===== src/rtl/uart_rx_pkg.sv =====
package uart_rx_pkg;

    localparam int DATA_W    = 8;
    localparam int OSR       = 16;
    localparam int CNT_W     = $clog2(OSR);
    localparam int BIT_W     = $clog2(DATA_W);

    localparam int FLAG_N    = 3;
    localparam int FLAG_FULL = 0;
    localparam int FLAG_FER  = 1;
    localparam int FLAG_PER  = 2;

    typedef enum logic [2:0] {
        ST_IDLE,
        ST_START,
        ST_DATA,
        ST_PAR,
        ST_STOP,
        ST_STOP2
    } rx_state_e;

    typedef struct packed {
        logic par_en;
        logic par_odd;
        logic two_stop;
    } rx_mode_t;

    typedef struct packed {
        logic [DATA_W-1:0] data;
        logic              fer;
        logic              per;
    } rx_result_t;

    function automatic logic parity_bad(input logic [DATA_W-1:0] d,
                                        input logic pbit,
                                        input logic odd);
        return (^{d, pbit}) != odd;
    endfunction

endpackage


===== src/rtl/rx_sync.sv =====
module rx_sync #(
    parameter int STAGES = 2
) (
    input  logic clk,
    input  logic rst,
    input  logic din,
    output logic dout
);
    logic [STAGES-1:0] chain;

    always_ff @(posedge clk) begin
        if (rst) chain <= '1;
        else     chain <= {chain[STAGES-2:0], din};
    end

    assign dout = chain[STAGES-1];
endmodule


===== src/rtl/rx_frame.sv =====
module rx_frame
    import uart_rx_pkg::*;
(
    input  logic       clk,
    input  logic       rst,
    input  logic       tick,
    input  logic       rx,
    input  logic       en,
    input  logic       lock,
    input  rx_mode_t   mode,
    output logic       done,
    output rx_result_t result
);
    localparam int HALF = OSR / 2;

    rx_state_e         state;
    logic [CNT_W-1:0]  cnt;
    logic [BIT_W-1:0]  nbit;
    logic [DATA_W-1:0] sh;
    logic              pbit;
    rx_mode_t          mode_q;

    wire at_mid  = (cnt == CNT_W'(HALF - 1));
    wire at_full = (cnt == CNT_W'(OSR - 1));

    always_ff @(posedge clk) begin
        if (rst) begin
            state  <= ST_IDLE;
            cnt    <= '0;
            nbit   <= '0;
            sh     <= '0;
            pbit   <= 1'b0;
            mode_q <= '0;
            done   <= 1'b0;
            result <= '0;
        end else begin
            done <= 1'b0;
            if (!en && state != ST_IDLE) begin
                state <= ST_IDLE;
                cnt   <= '0;
            end else if (tick) begin
                unique case (state)
                    ST_IDLE: begin
                        if (en && !lock && !rx) begin
                            state <= ST_START;
                            cnt   <= '0;
                        end
                    end
                    ST_START: begin
                        if (at_mid) begin
                            cnt <= '0;
                            if (!rx) begin
                                state  <= ST_DATA;
                                nbit   <= '0;
                                mode_q <= mode;
                            end else begin
                                state <= ST_IDLE;
                            end
                        end else begin
                            cnt <= cnt + 1'b1;
                        end
                    end
                    ST_DATA: begin
                        if (at_full) begin
                            cnt <= '0;
                            sh  <= {rx, sh[DATA_W-1:1]};
                            if (nbit == BIT_W'(DATA_W - 1))
                                state <= mode_q.par_en ? ST_PAR : ST_STOP;
                            else
                                nbit <= nbit + 1'b1;
                        end else begin
                            cnt <= cnt + 1'b1;
                        end
                    end
                    ST_PAR: begin
                        if (at_full) begin
                            cnt   <= '0;
                            pbit  <= rx;
                            state <= ST_STOP;
                        end else begin
                            cnt <= cnt + 1'b1;
                        end
                    end
                    ST_STOP: begin
                        if (at_full) begin
                            cnt         <= '0;
                            done        <= 1'b1;
                            result.data <= sh;
                            result.fer  <= !rx;
                            result.per  <= mode_q.par_en && parity_bad(sh, pbit, mode_q.par_odd);
                            state       <= mode_q.two_stop ? ST_STOP2 : ST_IDLE;
                        end else begin
                            cnt <= cnt + 1'b1;
                        end
                    end
                    ST_STOP2: begin
                        if (at_full) begin
                            if (rx) state <= ST_IDLE;
                        end else begin
                            cnt <= cnt + 1'b1;
                        end
                    end
                    default: state <= ST_IDLE;
                endcase
            end
        end
    end


    lock_holds_idle_chk: assert property (@(posedge clk) disable iff (rst)
        (state == ST_IDLE && lock) |=> state == ST_IDLE);


    disabled_no_done_chk: assert property (@(posedge clk) disable iff (rst)
        (!en && state == ST_IDLE) |=> !done);
endmodule


===== src/rtl/rx_flag.sv =====
module rx_flag (
    input  logic clk,
    input  logic rst,
    input  logic set,
    input  logic rd,
    input  logic wr,
    input  logic wbit,
    output logic flag
);
    logic armed;

    always_ff @(posedge clk) begin
        if (rst) begin
            flag  <= 1'b0;
            armed <= 1'b0;
        end else begin
            if (set)
                flag <= 1'b1;
            else if (wr && armed && !wbit)
                flag <= 1'b0;

            if (wr)
                armed <= 1'b0;
            else if (rd && flag)
                armed <= 1'b1;
        end
    end


    clear_needs_arm_chk: assert property (@(posedge clk) disable iff (rst)
        $fell(flag) |-> $past(armed && wr && !wbit));


    set_wins_chk: assert property (@(posedge clk) disable iff (rst)
        set |=> flag);
endmodule


===== src/rtl/uart_rx_sticky.sv =====
module uart_rx_sticky
    import uart_rx_pkg::*;
#(
    parameter int SYNC_STAGES = 2
) (
    input  logic              clk,
    input  logic              rst,
    input  logic              baud_tick,
    input  logic              rx_in,
    input  logic              rx_enable,
    input  logic              par_en,
    input  logic              par_odd,
    input  logic              two_stop,
    input  logic              stat_rd,
    input  logic              stat_wr,
    input  logic [FLAG_N-1:0] stat_wdata,
    output logic [DATA_W-1:0] rx_data,
    output logic [FLAG_N-1:0] rx_status
);
    logic       rx_s;
    logic       done;
    rx_result_t res;
    rx_mode_t   mode;
    logic       lock;
    logic [FLAG_N-1:0] set_vec;

    assign mode = '{par_en: par_en, par_odd: par_odd, two_stop: two_stop};
    assign lock = rx_status[FLAG_FER] | rx_status[FLAG_PER];

    rx_sync #(.STAGES(SYNC_STAGES)) u_sync (
        .clk  (clk),
        .rst  (rst),
        .din  (rx_in),
        .dout (rx_s)
    );

    rx_frame u_frame (
        .clk    (clk),
        .rst    (rst),
        .tick   (baud_tick),
        .rx     (rx_s),
        .en     (rx_enable),
        .lock   (lock),
        .mode   (mode),
        .done   (done),
        .result (res)
    );

    always_ff @(posedge clk) begin
        if (rst)       rx_data <= '0;
        else if (done) rx_data <= res.data;
    end

    always_comb begin
        set_vec            = '0;
        set_vec[FLAG_FULL] = done && !res.fer && !res.per;
        set_vec[FLAG_FER]  = done && res.fer;
        set_vec[FLAG_PER]  = done && res.per;
    end

    for (genvar gi = 0; gi < FLAG_N; gi++) begin : g_flag
        rx_flag u_flag (
            .clk  (clk),
            .rst  (rst),
            .set  (set_vec[gi]),
            .rd   (stat_rd),
            .wr   (stat_wr),
            .wbit (stat_wdata[gi]),
            .flag (rx_status[gi])
        );
    end


    full_only_clean_chk: assert property (@(posedge clk) disable iff (rst)
        $rose(rx_status[FLAG_FULL]) |-> !$rose(rx_status[FLAG_FER]) && !$rose(rx_status[FLAG_PER]));


    data_frozen_chk: assert property (@(posedge clk) disable iff (rst)
        $past(lock) |-> $stable(rx_data));


    err_kept_chk: assert property (@(posedge clk) disable iff (rst)
        !stat_wr |=> !$fell(rx_status[FLAG_FER]) && !$fell(rx_status[FLAG_PER]));


    reset_state_chk: assert property (@(posedge clk)
        $past(rst) |-> (rx_status == '0 && rx_data == '0));
endmodule


===== config.mk =====
export PLATFORM = sky130hd
export DESIGN_NAME = uart_rx_sticky
export DESIGN_NICKNAME = d
export VERILOG_FILES = /design/src/rtl/uart_rx_pkg.sv /design/src/rtl/rx_sync.sv /design/src/rtl/rx_frame.sv /design/src/rtl/rx_flag.sv /design/src/rtl/uart_rx_sticky.sv
export SDC_FILE = /design/constraint.sdc
export NUM_CORES = 1
export LEC_CHECK = 0
export CORE_MARGIN = 4
export CORE_UTILIZATION = 45
export DETAILED_ROUTE_END_ITERATION = 7
export DONT_BUFFER_PORTS = 1
export HOLD_SLACK_MARGIN = 0.15
export PLACE_DENSITY_LB_ADDON = 0.1
export SYNTH_ARGS = -nofsm -noshare
export SYNTH_HDL_FRONTEND = slang
export SYNTH_HIERARCHICAL = 1
export SYNTH_SLANG_ARGS = --single-unit

===== constraint.sdc =====
create_clock -name clk -period 2.3 [get_ports clk]
set_clock_uncertainty 0.05 [all_clocks]
set_input_delay 0 -clock clk [delete_from_list [all_inputs] [get_ports clk]]
set_output_delay 0 -clock clk [all_outputs]
set_load 0.005 [all_outputs]

==> flow_summary.rst, run 1 <==
.. list-table::
   :header-rows: 1

   * - Metric
     - Value
   * - R2R depth
     - 4
   * - Final hold violation count
     - 0
   * - Net total in the final layout
     - 265
   * - Transition at the pin with the smallest max-transition slack
     - 0.736 ns
   * - Top cell type by total area after synthesis
     - dfxtp_1
   * - Routability-driven placement congestion ratio
     - 0.783
   * - Worst Hold Endpoint
     - u_frame/mode_q[2]
   * - Routed Antenna Nets
     - 0
   * - Sequential Area
     - 981 um2
   * - Post-route minimum period
     - 2.00 ns
   * - Sequential fraction of the synthesis area
     - 40.5%
   * - Total Wirelength
     - 4700 um
   * - FF-to-FF setup slack
     - 0.30 ns
   * - Maximum root-to-sink buffer count
     - 2
   * - Initial standard-cell utilization of the core
     - 46.8%
   * - Power density over the cells
     - 534 nW/um2
   * - Crit path launch type
     - flip-flop
   * - Count of fill cells added during filler insertion
     - 466
   * - Hold Startpoint
     - rx_enable
   * - Placeable Area
     - 5170 um2
   * - Layout Area Growth over Synthesis
     - 9.67%
   * - Count of buffers from port buffering
     - 0
   * - CTS Buf Count
     - 5
   * - Chip height
     - 81.3 um
   * - Number of pins with negative max-slew slack in the final report
     - 0
   * - Classification of the worst setup path
     - flip-flop to flip-flop
   * - Multi-input combinational cell area
     - 1320 um2
   * - CTS H-tree depth
     - 2
   * - Clock transition time at the flip-flop clock pins of the worst setup and hold paths
     - 0.09 ns
   * - Post-CTS setup buffer count
     - 0
   * - Number of synthesized register bits
     - 49
   * - Proportion of register bits with asynchronous set or reset after synthesis
     - 0%
   * - Half-perimeter wire length after placement
     - 3120 um
   * - Number of antenna violations at the first check in global routing
     - 0
   * - Share of final-layout standard cells stronger than drive strength 1
     - 12.4%
   * - Peak supply drop
     - 0.327 mV
   * - Startpoint of the worst-slack reg-to-reg timing path
     - u_frame/state[2]
   * - Die width
     - 81.3 um
   * - 1st-pass router iterations
     - 4
   * - Pleak
     - 1.09 nW
   * - Syn Area/Cell
     - 10.1 um2
   * - Global Route Usage Sum
     - 15.7%
   * - Minimum hold slack
     - 0.218 ns
   * - Highest attainable clock frequency
     - 0.500 GHz
   * - Vias after detailed routing
     - 1738
   * - CTS root buffer
     - clkbuf_8
   * - Data arrival time of the critical path
     - 2.14 ns
   * - Final core occ
     - 51.3%
   * - Final setup vio count
     - 0
   * - Outcome
     - completed
   * - Cell types with the largest area share after synthesis
     - dfxtp_1, mux2i_1, nor2_1
   * - Antenna Cells
     - 0
   * - Setup Total Neg Slack
     - 0 ns
   * - Final routed wire length divided by cell count
     - 14.7 um
   * - Die area
     - 6610 um2
   * - Post-synthesis instance total
     - 240
   * - Critical Path End Type
     - flip-flop
   * - CP max FO
     - 21
   * - Worst stage delay on the critical path
     - 0.81 ns
   * - Setup repair after global routing missed its margin
     - false
   * - Number of global-route vias before repair
     - 1602
   * - Critical register-to-register path endpoint
     - u_frame/sh[3]
   * - Number of warnings issued by yosys
     - 6
   * - Global route overflow
     - 0
   * - Largest net degree at the start of global routing
     - 49
   * - Number of hold-repair buffers added at the cts stage
     - 13
   * - HP Class
     - input pin to flip-flop
   * - Main flop type after synthesis
     - dfxtp_1
   * - Library cell with the highest instance count after synthesis
     - dfxtp_1
   * - Cell area after technology mapping
     - 2420 um2
   * - Count of distinct cell types in the synthesized netlist
     - 57
   * - Crit path cell chain
     - nor3_2 > o2111ai_2 > mux2i_1 > nor2_1
   * - TritonCTS clock tree
     - built
   * - Worst rel slew slack
     - 50.9%
   * - Sink Count
     - 49
   * - Row count
     - 26
   * - I/O pin total
     - 24
   * - Post-DR vias/cell
     - 5.45
   * - Clk Latency, worst-skew pair
     - 0.30 ns
   * - Count of instances resized after the clock tree is built
     - 0
   * - Critical path required time
     - 2.44 ns
   * - Post-synth net total
     - 256
   * - Final period util
     - 87.0%
   * - Area fraction of the dominant cell type after synthesis
     - 40.5%
   * - WHS Path Cells
     - 3
   * - Remaining DRCs
     - 0
   * - Critical-path cell with the highest stage delay
     - dfxtp_1
   * - Starting DRC count in detailed routing
     - 165
   * - Top cells by instance count after synthesis
     - dfxtp_1, nor2_1, mux2i_1
   * - Global-route wire length before repair
     - 8050 um
   * - Post-synth EDFFs
     - 0
   * - Max Cap Viol
     - 0
==> cell type report <==
cell class,instances,share of cell area (%)
multi-input combinational,173,49.6
clock buffer,5,2.59
clock inverter,2,0.613
inverter,2,0.283
sequential,49,37.0
tap,70,3.30
timing repair buffer,18,6.69
==> sequential cells by signal, summed over array words and instances, names as in the netlist <==
name	count
u_frame/result	10
u_frame/done	1
u_frame/sh	8
u_frame/cnt	4
rx_data	8
u_frame/mode_q	3
u_frame/nbit	3
u_sync/chain	2
g_flag.u_flag/flag	3
g_flag.u_flag/armed	3
u_frame/state	3
u_frame/pbit	1
==> power breakdown <==
group          leakage, nW  switching, mW  internal (mW)
registers            0.395        0.00567          0.850
logic                0.658         0.0365         0.0316
clock network       0.0402          0.285          0.210
==> per-layer routing <==
| layer | global-route usage [%] | wire, um |
|---|---|---|
| met1 | 22.2 | 2350 |
| met2 | 23.3 | 2060 |
| met3 | 3.44 | 209 |
| met4 | 5.57 | 76 |
| met5 | 0 | 0 |
==> worst max-delay path by stage <==
| stage | cells after the start | startpoint | slack (ns) | endpoint |
|---|---|---|---|---|
| after floorplan | 7 | u_frame/cnt[0] | 0.55 | u_frame/state[1] |
| after global placement | 4 | u_frame/state[2] | 0.37 | u_frame/state[1] |
| after detailed placement | 4 | u_frame/state[2] | 0.34 | u_frame/state[1] |
| after CTS | 4 | u_frame/state[2] | 0.32 | u_frame/state[1] |
| after global routing | 4 | u_frame/state[2] | 0.14 | u_frame/state[1] |
| final | 4 | u_frame/state[2] | 0.30 | u_frame/sh[3] |
==> through the flow <==
step	std cells	instance area, um2	setup slack [ns]	power, mW
finish	319	2650	0.300	1.42
global route	319	2650	0.137	1.48
CTS	319	2650	0.322	1.44
detailed placement	299	2430	0.342	0.909
global placement	299	2430	0.375	0.909
floorplan	240	2420	0.554	0.911
==> logic make-up (layout without fill, tap and decap cells) <==
group                      count (synthesis)  after routing  synth area share, %
adders and majority gates                  3              3                 1.55
xor gates and xnor gates                   8              8                 3.46
buffers and inverters                     18             27                 5.12
and+or+nand+nor                           95             95                 24.9
DFF                                       49             49                 40.5
muxes                                     31             31                 12.8
AOI/OAI and AO/OA                         36             36                 11.6
==> critical path: cells and delay by family, from the launching register on <==
family | cells | cell delay, ns
muxes | 1 | 0.26
AOI/OAI and AO/OA | 1 | 0.55
and+or+nand+nor | 2 | 0.22
DFF | 1 | 0.81
==> cells in the final DEF, fill, tap and decap left out, types with 3 or more instances in the layout <==
master,count
nand2b_1,5
nand4b_1,3
and4bb_1,3
nor3_2,4
ha_1,3
or4_1,3
nand3b_1,6
nand2_1,5
mux2i_1,31
a21oi_1,11
o31ai_1,3
nand3_1,3
dfxtp_1,49
nor2_1,35
xnor2_1,5
nand4_1,3
dlygate4sd3_1,12
buf_4,5
nor3_1,3
clkbuf_8,5
(Power assumes the default switching activity.)
==> run 2, diff against run 1 <==
MAX_ROUTING_LAYER = met4   (was unset)
==> flow_summary.rst, run 2 (synthesized netlist as in run 1, its figures left out) <==
.. list-table::
   :header-rows: 1

   * - Metric
     - Value
   * - Outcome
     - completed
   * - Post-route cell area
     - 2650 um2 (unchanged)
   * - Routed Antenna Nets
     - 0 (unchanged)
   * - Internal Dissipation
     - 1.09 mW (about the same)
   * - Post-DP Area
     - 2430 um2 (unchanged)
   * - CTS root buffer
     - clkbuf_8
   * - Power density over the cells
     - 534 nW/um2 (about the same)
   * - CTS H-tree depth
     - 2 (unchanged)
   * - Relative contribution of the clock network to total power
     - 34.8% (about the same)
   * - Die area
     - 6610 um2 (unchanged)
   * - Sequential Area
     - 981 um2 (unchanged)
   * - FF-to-FF setup slack
     - 0.31 ns (about the same)
   * - Final routed wire length divided by cell count
     - 14.7 um (-0.55%)
   * - Sink Count
     - 49 (unchanged)
   * - Most common cell after layout, fill and taps aside
     - dfxtp_1
   * - Sequential share of power
     - 60.4% (about the same)
   * - Transition at the pin with the smallest max-transition slack
     - 0.725 ns (-0.0109 ns)
   * - Setup WS post-layout
     - 0.309 ns (+0.00891 ns)
   * - Share of final-layout standard cells stronger than drive strength 1
     - 12.4% (unchanged)
   * - Row count
     - 26 (unchanged)
   * - Placeable Area
     - 5170 um2 (unchanged)
   * - Global route overflow
     - 0 (unchanged)
   * - CTS Buf Count
     - 5 (unchanged)
   * - Global Route Usage Sum
     - 16.1% (+0.42 points)
   * - Clock transition time at the flip-flop clock pins of the worst setup and hold paths
     - 0.09 ns (about the same)
   * - Chip height
     - 81.3 um (unchanged)
   * - Post-CTS setup buffer count
     - 0 (unchanged)
   * - Layout Area Growth over Synthesis
     - 9.67% (unchanged)
   * - Hold Startpoint
     - rx_enable
   * - Routability-driven placement congestion ratio
     - 0.794 (+1.4%)
   * - Count of buffers from port buffering
     - 0 (unchanged)
   * - Crit path launch type
     - flip-flop
   * - Max Cap Viol
     - 0 (unchanged)
   * - CP max FO
     - 21 (unchanged)
   * - Number of buffers and inverters on the critical path
     - 0 (unchanged)
   * - Critical-path cell with the highest stage delay
     - dfxtp_1
   * - Peak supply drop
     - 0.326 mV (-0.16%)
   * - Critical path required time
     - 2.44 ns (about the same)
   * - Minimum hold slack
     - 0.217 ns (-0.000506 ns)
   * - Critical Path End Type
     - flip-flop
   * - Starting DRC count in detailed routing
     - 168 (+1.8%)
   * - Number of pins with negative max-slew slack in the final report
     - 0 (unchanged)
   * - Die width
     - 81.3 um (unchanged)
   * - Setup repair after global routing missed its margin
     - false
   * - Number of cells after detailed placement
     - 299 (unchanged)
   * - Post-route minimum period
     - 1.99 ns (-0.00891 ns)
   * - Critical register-to-register path endpoint
     - u_frame/sh[3]
   * - Setup Total Neg Slack
     - 0 ns (unchanged)
   * - Half-perimeter wire length after placement
     - 3120 um (unchanged)
   * - Remaining DRCs
     - 0 (unchanged)
   * - Largest reg by FF count
     - u_frame/result
   * - Global-route wire length before repair
     - 8040 um (-0.17%)
   * - Vias after detailed routing
     - 1737 (-0.058%)
   * - 1st-pass router iterations
     - 4 (unchanged)
   * - Worst stage delay on the critical path
     - 0.80 ns (about the same)
   * - Flip-flop count of the largest register after layout
     - 10 (unchanged)
   * - Final hold violation count
     - 0 (unchanged)
   * - Multi-input combinational cell area
     - 1320 um2 (unchanged)
   * - Switching Share
     - 23.0% (-0.075 points)
   * - Maximum root-to-sink buffer count
     - 2 (unchanged)
   * - Critical path's top delay family
     - flip-flops
   * - Largest net degree at the start of global routing
     - 49 (unchanged)
   * - Final period util
     - 86.6% (-0.39 points)
   * - Comb power frac
     - 4.8% (about the same)
   * - Setup Slack @ Placement
     - 0.342 ns (unchanged)
   * - Net load switching power
     - 0.325 mW (-0.42%)
   * - Number of antenna violations at the first check in global routing
     - 0 (unchanged)
   * - Final core occ
     - 51.3% (unchanged)
   * - Count of fill cells added during filler insertion
     - 466 (unchanged)
   * - I/O pin total
     - 24 (unchanged)
   * - Worst rel slew slack
     - 51.6% (+0.73 points)
   * - Pleak
     - 1.09 nW (unchanged)
   * - Worst Hold Endpoint
     - u_frame/mode_q[2]
   * - Net total in the final layout
     - 265 (unchanged)
   * - Final setup vio count
     - 0 (unchanged)
   * - Highest attainable clock frequency
     - 0.502 GHz (+0.45%)
   * - Crit path cell chain
     - nor3_2 > o2111ai_2 > mux2i_1 > nor2_1
   * - Startpoint of the worst-slack reg-to-reg timing path
     - u_frame/state[2]
   * - Leading cell types in the layout, fill and taps excluded
     - dfxtp_1, nor2_1, mux2i_1
   * - Leading registers by flop count
     - u_frame/result (10), rx_data (8), u_frame/sh (8)
   * - Number of global-route vias before repair
     - 1600 (-0.12%)
   * - Final standard cell count with taps included and fillers excluded
     - 319 (unchanged)
   * - Classification of the worst setup path
     - flip-flop to flip-flop
   * - TritonCTS clock tree
     - built
   * - WHS Path Cells
     - 3 (unchanged)
   * - Clk Latency, worst-skew pair
     - 0.30 ns (about the same)
   * - Post-layout power
     - 1.42 mW (about the same)
   * - Count of instances resized after the clock tree is built
     - 0 (unchanged)
   * - Data arrival time of the critical path
     - 2.13 ns (about the same)
   * - Antenna Cells
     - 0 (unchanged)
   * - R2R depth
     - 4 (unchanged)
   * - Initial standard-cell utilization of the core
     - 46.8% (unchanged)
   * - Total Wirelength
     - 4680 um (-0.55%)
   * - Post-DR vias/cell
     - 5.45 (about the same)
   * - HP Class
     - input pin to flip-flop
-- run 2: cell counts in the layout (fill, tap and decap cells not counted) --
Identical to the previous run, type by type.
-- run 2: worst max-delay path by stage --
stage / start / end / slack [ns] / depth (start not counted)
CTS: u_frame/state[2] / u_frame/state[1] / 0.32 / 4
floorplan: u_frame/cnt[0] / u_frame/state[1] / 0.55 / 7
finish: u_frame/state[2] / u_frame/sh[3] / 0.31 / 4
global placement: u_frame/state[2] / u_frame/state[1] / 0.37 / 4
detailed placement: u_frame/state[2] / u_frame/state[1] / 0.34 / 4
global route: u_frame/state[2] / u_frame/state[1] / 0.14 / 4
-- run 2: power by group through the flow --
stage	combinational [mW]	sequential [mW]	clock, mW
final	0.0679	0.856	0.493
after CTS	0.0680	0.856	0.518
after global placement	0.0340	0.875	0
after floorplan	0.0387	0.872	0
after detailed placement	0.0336	0.876	0
after global routing	0.0746	0.857	0.553
-- run 2: area by class of cell --
class | instances | share of cell area, %
Clock buffer | 5 | 2.59
Clock inverter | 2 | 0.613
Inverter | 2 | 0.283
Multi-Input combinational cell | 173 | 49.6
Sequential cell | 49 | 37.0
Tap cell | 70 | 3.30
Timing Repair Buffer | 18 | 6.69
-- run 2: metal layers --
layer,GRT usage [%],part of all wire (%)
met5,-,0
met4,5.57,1.5
met3,3.33,4.6
met2,23.3,44
met1,22.2,50
-- run 2: worst register-to-register path, stage by stage (launching register included) --
cell and delay (ns):
dfxtp_1 0.80, nor3_2 0.17, o2111ai_2 0.55, mux2i_1 0.26
nor2_1 0.06
-- run 2: timing repair --
item	in CTS	in global routing
endpoints found under the setup margin	0	0
hold endpoints to repair	49	0
hold buffers	13	0
==> run 3, diff against run 2 <==
BUFFER_PORTS_ARGS = -buffer_cell sky130_fd_sc_hd__buf_2   (was unset)
DONT_BUFFER_PORTS = unset   (was 1)
==> flow_summary.rst, run 3 (synthesized netlist as in run 1, its figures left out) <==
.. list-table::
   :header-rows: 1

   * - Metric
     - Value
   * - Worst stage delay on the critical path
     - 0.38 ns (-0.42 ns)
   * - I/O pin total
     - 24 (unchanged)
   * - Launching element of the worst setup path
     - u_frame/cnt[0]
   * - Post-route minimum period
     - 1.99 ns (-0.00116 ns)
   * - Number of buffers and inverters on the critical path
     - 1 (+1)
   * - FF-to-FF setup slack
     - 0.31 ns (about the same)
   * - Clk Latency, worst-skew pair
     - 0.29 ns (about the same)
   * - Max Cap Viol
     - 0 (unchanged)
   * - Worst rel slew slack
     - 58.5% (+6.9 points)
   * - Count of fill cells added during filler insertion
     - 484 (+3.9%)
   * - Half-perimeter wire length after placement
     - 3220 um (+3.2%)
   * - Number of global-route vias before repair
     - 1671 (+4.4%)
   * - Sequential Area
     - 981 um2 (unchanged)
   * - Chip height
     - 81.3 um (unchanged)
   * - Post-DR vias/cell
     - 5.28 (-3.1%)
   * - Final hold violation count
     - 0 (unchanged)
   * - Net total in the final layout
     - 290 (+9.4%)
   * - Multi-input combinational cell area
     - 1320 um2 (unchanged)
   * - WHS Path Cells
     - 1 (-2)
   * - Sink Count
     - 49 (unchanged)
   * - Critical path required time
     - 2.49 ns (+0.05 ns)
   * - Setup Total Neg Slack
     - 0 ns (unchanged)
   * - Vias after detailed routing
     - 1820 (+4.8%)
   * - Startpoint of the worst-slack reg-to-reg timing path
     - u_frame/cnt[0]
   * - Clock transition time at the flip-flop clock pins of the worst setup and hold paths
     - 0.09 ns (about the same)
   * - Leading cell types in the layout, fill and taps excluded
     - dfxtp_1, nor2_1, mux2i_1
   * - Global-route wire length before repair
     - 7920 um (-1.5%)
   * - Flip-flop count of the largest register after layout
     - 10 (unchanged)
   * - CTS H-tree depth
     - 2 (unchanged)
   * - Number of cells after detailed placement
     - 323 (+8.0%)
   * - Layout Area Growth over Synthesis
     - 14.6%
   * - Share of final-layout standard cells stronger than drive strength 1
     - 19.6% (+7.2 points)
   * - Row count
     - 26 (unchanged)
   * - Setup repair after global routing missed its margin
     - false
   * - Peak supply drop
     - 0.362 mV (+11%)
   * - Number of pins with negative max-slew slack in the final report
     - 0 (unchanged)
   * - Data arrival time of the critical path
     - 2.18 ns (+0.05 ns)
   * - Power density over the cells
     - 511 nW/um2 (-4.2%)
   * - Number of logic stages on the critical path including buffering
     - 6 (+2)
   * - Final period util
     - 86.5% (about the same)
   * - Pleak
     - 1.21 nW (+10%)
   * - Critical path's top delay family
     - simple AND/OR/NAND/NOR gates
   * - Post-layout power
     - 1.42 mW (about the same)
   * - CTS root buffer
     - clkbuf_8
   * - Starting DRC count in detailed routing
     - 126 (-25%)
   * - CP max FO
     - 9 (-57%)
   * - Critical register-to-register path endpoint
     - u_frame/result[0]
   * - Largest reg by FF count
     - u_frame/result
   * - Count of buffers from port buffering
     - 23 (+23)
   * - Crit path launch type
     - flip-flop
   * - 1st-pass router iterations
     - 4 (unchanged)
   * - Final setup vio count
     - 0 (unchanged)
   * - Highest attainable clock frequency
     - 0.502 GHz (about the same)
   * - Die width
     - 81.3 um (unchanged)
   * - Final standard cell count with taps included and fillers excluded
     - 345 (+8.2%)
   * - Critical path endpoint
     - u_frame/result[0]
   * - Outcome
     - completed
   * - Routability-driven placement congestion ratio
     - 0.859 (+8.3%)
   * - Grt met3 use
     - 2.99% (-0.33 points)
   * - CTS Buf Count
     - 5 (unchanged)
   * - TritonCTS clock tree
     - built
   * - Leading registers by flop count
     - u_frame/result (10), rx_data (8), u_frame/sh (8)
   * - Most Used Layer, Global Route
     - met2
   * - Count of instances resized after the clock tree is built
     - 0 (unchanged)
   * - Initial standard-cell utilization of the core
     - 46.8% (unchanged)
   * - Remaining DRCs
     - 0 (unchanged)
   * - Met2 GRT Util
     - 23.0% (-0.33 points)
   * - Post-CTS setup buffer count
     - 0 (unchanged)
   * - Antenna Cells
     - 0 (unchanged)
   * - Die area
     - 6610 um2 (unchanged)
   * - Largest net degree at the start of global routing
     - 33 (-33%)
   * - Critical Path End Type
     - flip-flop
   * - Placeable Area
     - 5170 um2 (unchanged)
   * - R2R depth
     - 6 (+2)
   * - HP Class
     - flip-flop to flip-flop
   * - Classification of the worst setup path
     - flip-flop to flip-flop
   * - Number of hold-repair buffers added at the cts stage
     - 14 (+1)
   * - Total Wirelength
     - 4680 um (about the same)
   * - Most common cell after layout, fill and taps aside
     - dfxtp_1
   * - Global route overflow
     - 0 (unchanged)
   * - Routed Antenna Nets
     - 0 (unchanged)
   * - Routing usage on met1
     - 21.6% (-0.59 points)
   * - Critical-path cell with the highest stage delay
     - dfxtp_1
   * - Transition at the pin with the smallest max-transition slack
     - 0.623 ns (-0.102 ns)
   * - Crit path cell chain
     - ha_1 > and3_1 > nand4_1 > buf_4 > nor4b_1 > nand3b_1
   * - Global Route Usage Sum
     - 15.7% (-0.37 points)
   * - Number of antenna violations at the first check in global routing
     - 0 (unchanged)
   * - Final routed wire length divided by cell count
     - 13.6 um (-7.5%)
   * - Maximum root-to-sink buffer count
     - 2 (unchanged)
run 3: routing by layer:
metal	part of all wire (%)	wire length (um)
met5	0	0
met4	1.2	57
met3	3.5	164
met2	43	2020
met1	52	2440
run 3: worst min-delay path by stage:
stage | from | end | slack (ns)
2_1_floorplan | rst | g_flag[0].u_flag/flag | 0.02
3_3_place_gp | rx_in | u_sync/chain[0] | 0.13
3_5_place_dp | rx_in | u_sync/chain[0] | 0.13
4_1_cts | u_sync/chain[0] | u_sync/chain[1] | 0.39
5_1_grt | u_sync/chain[0] | u_sync/chain[1] | 0.41
6_report | u_sync/chain[0] | u_sync/chain[1] | 0.38
run 3: layout make-up:
cell class / count / area share [%]
flip-flops and latches: 49 / 35.4
clock inverters: 2 / 0.361
repair buffers: 43 / 10.8
well taps: 70 / 3.16
clock buffers: 6 / 2.62
inverters: 2 / 0.271
multi-input cells: 173 / 47.4
run 3: report_power, final:
part | switching (mW) | total [mW] | internal (mW)
registers | 0.00562 | 0.856 | 0.850
logic | 0.0399 | 0.0781 | 0.0383
clock network | 0.273 | 0.485 | 0.211
total | 0.319 | 1.42 | 1.10
run 3: per-stage QoR:
step	hold slack [ns]	util (%)	setup slack (ns)	area [um2]
2_1_floorplan	0.0197	-	0.554	2420
6_report	0.375	53.6	0.310	2770
3_5_place_dp	0.134	49.3	0.377	2550
3_3_place_gp	0.133	49.3	0.381	2550
5_1_grt	0.413	53.6	0.191	2770
4_1_cts	0.385	53.6	0.334	2770
